[src/rtl/ndr_pkg.sv]
package ndr_pkg;
  typedef enum logic [2:0] {
    S_IDLE, S_STEP, S_SLOW, S_PROG, S_RAMP, S_POLL, S_EXIT, S_FIN
  } ndr_state_e;
endpackage

[src/rtl/ndr_coeff_merge.sv]
module ndr_coeff_merge #(
  parameter int COEFF_W = 32,
  parameter int N_LSB   = 8,
  parameter int N_W     = 8
) (
  input  logic [COEFF_W-1:0] coeff_i,
  input  logic [N_W-1:0]     n_cmp_i,
  input  logic [N_W-1:0]     n_ins_i,
  output logic               same_o,
  output logic [COEFF_W-1:0] merged_o
);
  assign same_o = (coeff_i[N_LSB +: N_W] == n_cmp_i);

  always_comb begin
    merged_o = coeff_i;
    merged_o[N_LSB +: N_W] = n_ins_i;
  end
endmodule

[src/rtl/ndr_poll_timer.sv]
module ndr_poll_timer #(
  parameter int MAX_POLLS = 500,
  parameter int GAP_W     = 4
) (
  input  logic             clk_i,
  input  logic             rst_ni,
  input  logic             arm_i,
  input  logic [GAP_W-1:0] gap_i,
  input  logic             ramp_done_i,
  output logic             exit_o,
  output logic             expired_o
);
  localparam int TRY_W = (MAX_POLLS > 1) ? $clog2(MAX_POLLS) : 1;
  localparam logic [TRY_W-1:0] LAST_TRY = TRY_W'(MAX_POLLS - 1);

  logic             running_q;
  logic [GAP_W-1:0] gap_q, gap_cnt_q;
  logic [TRY_W-1:0] tries_q;
  logic             poll, last;

  assign poll      = running_q && (gap_cnt_q == gap_q);
  assign last      = (tries_q == LAST_TRY);
  assign exit_o    = poll && (ramp_done_i || last);
  assign expired_o = poll && !ramp_done_i && last;

  always_ff @(posedge clk_i or negedge rst_ni) begin
    if (!rst_ni) begin
      running_q <= 1'b0;
      gap_q     <= '0;
      gap_cnt_q <= '0;
      tries_q   <= '0;
    end else if (arm_i) begin
      running_q <= 1'b1;
      gap_q     <= gap_i;
      gap_cnt_q <= '0;
      tries_q   <= '0;
    end else if (running_q) begin
      if (poll) begin
        gap_cnt_q <= '0;
        if (exit_o) running_q <= 1'b0;
        else        tries_q   <= tries_q + 1'b1;
      end else begin
        gap_cnt_q <= gap_cnt_q + 1'b1;
      end
    end
  end


  poll_limit_chk: assert property (@(posedge clk_i) disable iff (!rst_ni)
    tries_q <= LAST_TRY);


  stop_after_exit_chk: assert property (@(posedge clk_i) disable iff (!rst_ni)
    (exit_o && !arm_i) |=> !running_q);
endmodule

[src/rtl/ndr_seq.sv]
module ndr_seq
  import ndr_pkg::*;
#(
  parameter int              COEFF_W = 32,
  parameter int              N_W     = 8,
  parameter int              STEP_W  = 8,
  parameter logic [STEP_W-1:0] STEP_A = 8'h2B,
  parameter logic [STEP_W-1:0] STEP_B = 8'h0B
) (
  input  logic               clk_i,
  input  logic               rst_ni,
  input  logic               start_i,
  input  logic [N_W-1:0]     n_req_i,
  input  logic               same_i,
  input  logic [COEFF_W-1:0] merged_i,
  input  logic               exit_i,
  input  logic               expired_i,
  output logic [N_W-1:0]     n_hold_o,
  output logic               arm_o,
  output logic               coeff_we_o,
  output logic [COEFF_W-1:0] coeff_wdata_o,
  output logic [STEP_W-1:0]  step_a_o,
  output logic [STEP_W-1:0]  step_b_o,
  output logic               slowdown_o,
  output logic               ramp_en_o,
  output logic               busy_o,
  output logic               done_o,
  output logic               timeout_o
);
  ndr_state_e state_q;
  logic       tmo_q;

  assign arm_o  = (state_q == S_RAMP);
  assign busy_o = (state_q != S_IDLE);

  always_ff @(posedge clk_i or negedge rst_ni) begin
    if (!rst_ni) begin
      state_q       <= S_IDLE;
      n_hold_o      <= '0;
      tmo_q         <= 1'b0;
      coeff_we_o    <= 1'b0;
      coeff_wdata_o <= '0;
      step_a_o      <= '0;
      step_b_o      <= '0;
      slowdown_o    <= 1'b0;
      ramp_en_o     <= 1'b0;
      done_o        <= 1'b0;
      timeout_o     <= 1'b0;
    end else begin
      coeff_we_o <= 1'b0;
      done_o     <= 1'b0;
      timeout_o  <= 1'b0;
      unique case (state_q)
        S_IDLE: if (start_i) begin
          n_hold_o <= n_req_i;
          tmo_q    <= 1'b0;
          state_q  <= same_i ? S_FIN : S_STEP;
        end
        S_STEP: begin
          step_a_o <= STEP_A;
          step_b_o <= STEP_B;
          state_q  <= S_SLOW;
        end
        S_SLOW: begin
          slowdown_o <= 1'b1;
          state_q    <= S_PROG;
        end
        S_PROG: begin
          coeff_we_o    <= 1'b1;
          coeff_wdata_o <= merged_i;
          state_q       <= S_RAMP;
        end
        S_RAMP: begin
          ramp_en_o <= 1'b1;
          state_q   <= S_POLL;
        end
        S_POLL: if (exit_i) begin
          tmo_q   <= expired_i;
          state_q <= S_EXIT;
        end
        S_EXIT: begin
          slowdown_o <= 1'b0;
          ramp_en_o  <= 1'b0;
          state_q    <= S_FIN;
        end
        S_FIN: begin
          done_o    <= 1'b1;
          timeout_o <= tmo_q;
          state_q   <= S_IDLE;
        end
        default: state_q <= S_IDLE;
      endcase
    end
  end


  steps_before_write_chk: assert property (@(posedge clk_i) disable iff (!rst_ni)
    coeff_we_o |-> (step_a_o == STEP_A) && (step_b_o == STEP_B));


  slow_before_write_chk: assert property (@(posedge clk_i) disable iff (!rst_ni)
    coeff_we_o |-> slowdown_o && !ramp_en_o);


  ramp_after_write_chk: assert property (@(posedge clk_i) disable iff (!rst_ni)
    $rose(ramp_en_o) |-> $past(coeff_we_o) && slowdown_o);


  joint_exit_chk: assert property (@(posedge clk_i) disable iff (!rst_ni)
    $fell(slowdown_o) |-> $fell(ramp_en_o));


  done_pulse_chk: assert property (@(posedge clk_i) disable iff (!rst_ni)
    done_o |=> !done_o);


  timeout_with_done_chk: assert property (@(posedge clk_i) disable iff (!rst_ni)
    timeout_o |-> done_o && !slowdown_o && !ramp_en_o);
endmodule

[src/rtl/ndiv_ramp_ctrl.sv]
module ndiv_ramp_ctrl #(
  parameter int                COEFF_W   = 32,
  parameter int                N_LSB     = 8,
  parameter int                N_W       = 8,
  parameter int                STEP_W    = 8,
  parameter logic [STEP_W-1:0] STEP_A    = 8'h2B,
  parameter logic [STEP_W-1:0] STEP_B    = 8'h0B,
  parameter int                MAX_POLLS = 500,
  parameter int                GAP_W     = 4
) (
  input  logic               clk_i,
  input  logic               rst_ni,
  input  logic               start_i,
  input  logic [N_W-1:0]     n_req_i,
  input  logic [GAP_W-1:0]   poll_gap_i,
  input  logic [COEFF_W-1:0] coeff_i,
  input  logic               ramp_done_i,
  output logic               coeff_we_o,
  output logic [COEFF_W-1:0] coeff_wdata_o,
  output logic [STEP_W-1:0]  step_a_o,
  output logic [STEP_W-1:0]  step_b_o,
  output logic               slowdown_o,
  output logic               ramp_en_o,
  output logic               busy_o,
  output logic               done_o,
  output logic               timeout_o
);
  logic               same, arm, poll_exit, poll_expired;
  logic [N_W-1:0]     n_hold;
  logic [COEFF_W-1:0] merged;

  ndr_coeff_merge #(.COEFF_W(COEFF_W), .N_LSB(N_LSB), .N_W(N_W)) merge_i (
    .coeff_i  (coeff_i),
    .n_cmp_i  (n_req_i),
    .n_ins_i  (n_hold),
    .same_o   (same),
    .merged_o (merged)
  );

  ndr_poll_timer #(.MAX_POLLS(MAX_POLLS), .GAP_W(GAP_W)) timer_i (
    .clk_i       (clk_i),
    .rst_ni      (rst_ni),
    .arm_i       (arm),
    .gap_i       (poll_gap_i),
    .ramp_done_i (ramp_done_i),
    .exit_o      (poll_exit),
    .expired_o   (poll_expired)
  );

  ndr_seq #(
    .COEFF_W(COEFF_W), .N_W(N_W), .STEP_W(STEP_W), .STEP_A(STEP_A), .STEP_B(STEP_B)
  ) seq_i (
    .clk_i         (clk_i),
    .rst_ni        (rst_ni),
    .start_i       (start_i),
    .n_req_i       (n_req_i),
    .same_i        (same),
    .merged_i      (merged),
    .exit_i        (poll_exit),
    .expired_i     (poll_expired),
    .n_hold_o      (n_hold),
    .arm_o         (arm),
    .coeff_we_o    (coeff_we_o),
    .coeff_wdata_o (coeff_wdata_o),
    .step_a_o      (step_a_o),
    .step_b_o      (step_b_o),
    .slowdown_o    (slowdown_o),
    .ramp_en_o     (ramp_en_o),
    .busy_o        (busy_o),
    .done_o        (done_o),
    .timeout_o     (timeout_o)
  );


  no_write_idle_chk: assert property (@(posedge clk_i) disable iff (!rst_ni)
    (!busy_o && !done_o) |-> !coeff_we_o && !ramp_en_o);


  write_keeps_other_fields_chk: assert property (@(posedge clk_i) disable iff (!rst_ni)
    coeff_we_o |-> ((coeff_wdata_o ^ coeff_i) & ~(((COEFF_W)'(1) << N_LSB) * ((COEFF_W)'(1) << N_W) - ((COEFF_W)'(1) << N_LSB))) == '0);
endmodule

[config.mk]
export PLATFORM = sky130hd
export DESIGN_NAME = ndiv_ramp_ctrl
export DESIGN_NICKNAME = d
export VERILOG_FILES = /design/src/rtl/ndr_pkg.sv /design/src/rtl/ndr_coeff_merge.sv /design/src/rtl/ndr_poll_timer.sv /design/src/rtl/ndr_seq.sv /design/src/rtl/ndiv_ramp_ctrl.sv
export SDC_FILE = /design/constraint.sdc
export NUM_CORES = 1
export LEC_CHECK = 0
export ABC_AREA = 0
export CORE_ASPECT_RATIO = 1.1
export CORE_MARGIN = 2
export CORE_UTILIZATION = 40
export DETAILED_ROUTE_END_ITERATION = 10
export GPL_ROUTABILITY_DRIVEN = 0
export PLACE_DENSITY = 0.78
export RECOVER_POWER = 25
export SLEW_MARGIN = 10
export SYNTH_ARGS = -nofsm -noshare
export SYNTH_HDL_FRONTEND = slang
export SYNTH_SLANG_ARGS = --single-unit
[constraint.sdc]
create_clock -name clk_i -period 2.5 [get_ports clk_i]
set_input_delay 0.625 -clock clk_i [delete_from_list [all_inputs] [get_ports clk_i]]
set_output_delay 0.625 -clock clk_i [all_outputs]
set_load 0.05 [all_outputs]
==> out/metrics.csv <==
metric,value,unit
outcome,completed,
Worst Setup End Kind,output port,
warning count from the yosys run,0,
Unique masters post-synth,40,
area of the core,0.00778,mm2
RSZ-0062 raised after global routing,false,
maximum clock skew at final layout,0.0115,ns
via count of the first global-routing pass,2583,
flop and latch count out of synthesis,68,
1st-iter DRT viols,104,
DIE AREA,0.00863,mm2
routed length per placed instance,13.9,um
Clock Latency Late Sink,0.33,ns
clock transition at the registers of the reported paths,0.08,ns
Setup-failing EPs final,0,
"Remaining Overflow, GRT",0,
share of the core filled with cells in the final layout,0.551,
Power Density,1310,mW/mm2
starting density of the core,0.406,
Tmin final,2.25,ns
number of buffers created by CTS,9,
number of antenna-violating nets in the routed design,0,
CP Data Arrival Time,1.63,ns
final routed DRC violation total,0,
commonest register cell after synthesis,sky130_fd_sc_hd__dfrtp_1,
number of endpoints with negative hold slack in the final report,0,
clock sinks,68,
Max Clock Freq,444,MHz
internal power of the cells,0.00300,W
Static Leakage,1.98,nW
Antenna Cells,0,
Longest Clk Path Bufs,2,
headroom to the max-slew limit,0.302,
count of hold buffers inserted by post-cts repair,0,
post-synthesis to final-layout area growth,35.7,%
H-tree lvl count,3,
Post-synth EDFFs,0,
data required time of the worst path,1.88,ns
Syn Std Cell Area,0.00316,mm2
initial antenna violation count,0,
fraction of final layout cells sized beyond drive strength 1,0.0782,
Combinational Power Share,0.508,
"wirelength, routed",7390,um
total via count in the routed design,2562,
overall die width,88.8,um
Initial DRT Pass Iterations,4,
Critical Path Start Type,register,
pre-CTS setup slack,0.241,ns
Post-synth ARST share,1.00,
register share of total power,0.334,
post-DR vias/cell,4.83,
Tightest Pin Transition,1.05,ns
crit share post-route,0.902,
largest net degree at the start of global routing,34,
Site Rows,34,
Final Slew Violations,0,
Syn Area/Cell,9.55,um2
net total in the final layout,468,
global-route wire length before repair,12100,um
Detailed Place HPWL,5420,um
largest voltage drop on the vdd net,0.748,mV
count of input and output buffers,92,
CTS tree,done,
total negative setup slack,0,ns
class of the most critical hold timing path,in -> async,
post-synthesis cell count,331,
category of the critical setup timing path,reg -> out,
overall routing resource usage,0.180,
Root Buffer,sky130_fd_sc_hd__clkbuf_8,
PnR worst setup slack,0.246,ns
Net Sw Frac,0.467,
Chip Height,97.2,um
switching power of the nets,0.00262,W
sequential fraction of the synthesis area,0.538,
proportion of power drawn by the clock network,0.158,
"Max FO, Critical Path",8,
ports placed on the boundary,102,
Max-cap violations,0,
## stage by stage
stage / hold slack (ns) / std cells / cell area, um2 / total power [W]
floorplan: 0.329 / 339 / 3190 / 0.00382
global placement: 0.456 / 515 / 4120 / 0.00467
detailed placement: 0.459 / 515 / 4120 / 0.00476
CTS: 0.239 / 530 / 4310 / 0.00567
global route: 0.497 / 530 / 4290 / 0.00597
finish: 0.452 / 530 / 4290 / 0.00562
## sequential cells by signal (all words and copies together) (netlist names)
signal / flops
timer_i.tries_q: 9
timer_i.gap_cnt_q: 4
seq_i.coeff_we_o: 1
seq_i.ramp_en_o: 1
seq_i.slowdown_o: 1
seq_i.coeff_wdata_o: 32
seq_i.n_hold_o: 8
seq_i.step_a_o: 1
timer_i.gap_q: 4
seq_i.done_o: 1
seq_i.state_q: 3
seq_i.timeout_o: 1
timer_i.running_q: 1
seq_i.tmo_q: 1
## worst paths after layout
kind | startpoint | end | slack (ns) | cells past startpoint
max | seq_i.state_q[2] | busy_o | 0.25 | 3
min | rst_ni | timer_i.tries_q[6] | 0.45 | 1
max reg2reg | timer_i.gap_cnt_q[1] | timer_i.tries_q[0] | 0.59 | 4
min reg2reg | seq_i.n_hold_o[5] | seq_i.coeff_wdata_o[13] | 0.47 | 2
max in group asynchronous | rst_ni | seq_i.state_q[1] | 0.65 | 2
min in group clk_i | seq_i.n_hold_o[5] | seq_i.coeff_wdata_o[13] | 0.47 | 2
## synthesized netlist by cell type, drive strengths merged, types with 3 or more instances
master,instances,area share
a21o,3,0.0071
a21oi,7,0.011
and3,5,0.0099
buf,23,0.048
clkbuf,6,0.0071
dfrtp,68,0.54
inv,5,0.0059
mux2,8,0.029
nand2,121,0.14
nand2b,8,0.016
nand3,8,0.013
nand4,3,0.0059
nor2,5,0.0059
nor3,6,0.0095
o21ai,8,0.013
o311ai,3,0.0083
o41ai,3,0.0083
xnor2,12,0.033
## power by group through the flow
stage	clock network [W]	logic, W	registers (W)
2_1_floorplan	0	0.00108	0.00274
3_3_place_gp	0	0.00282	0.00186
3_5_place_dp	0	0.00289	0.00188
4_1_cts	0.000915	0.00288	0.00187
5_1_grt	0.000962	0.00308	0.00193
6_report	0.000888	0.00285	0.00187
## cell families after synthesis
logic type / Yosys count / share of synthesized area
AO/OA/AOI/OAI: 34 / 0.0792
XOR/XNOR: 14 / 0.0388
adder cells (fa/ha/maj): 2 / 0.00792
buffers and inverters: 34 / 0.0614
flip-flops: 68 / 0.538
multiplexers: 10 / 0.0348
other: 1 / 0.00119
AND/OR/NAND/NOR: 168 / 0.238
## worst max-delay path, stage by stage, from the launching register on
cell and delay [ns]:
sky130_fd_sc_hd__dfrtp_1 0.48, sky130_fd_sc_hd__inv_1 0.17, sky130_fd_sc_hd__nand2_1 0.12, sky130_fd_sc_hd__dlygate4sd2_1 0.53
## cell usage in the layout, fill, tap and decap left out, drive strengths merged, types with 8 or more instances in the layout
master	count
clkdlybuf4s50	90
clkbuf	13
nand3	8
mux2	8
dfrtp	68
nand2b	8
o21ai	8
conb	9
nand2	121
xnor2	12
## final cells by class
cell class                      count  area, um2
Clock buffer                       11        141
Tap cell                          108        135
Multi-Input combinational cell    237       1290
Clock inverter                      4       50.0
Inverter                            5       18.8
Timing Repair Buffer               97        948
Fill cell                         669       3490
Sequential cell                    68       1700
## routing by layer
metal  part of all wire  vias up  track usage
met4             0.0081        0       0.0455
met5                  0        -            0
met2               0.47      104        0.278
met1               0.42     1208        0.226
met3               0.10        6       0.0850
li1                   -     1244            -
## what timing repair did
action	4_1_cts	5_1_grt
resized for setup	1	0
buffers inserted	0	0
setup endpoints to repair	1	0
Power figures use the tool's default switching activity.
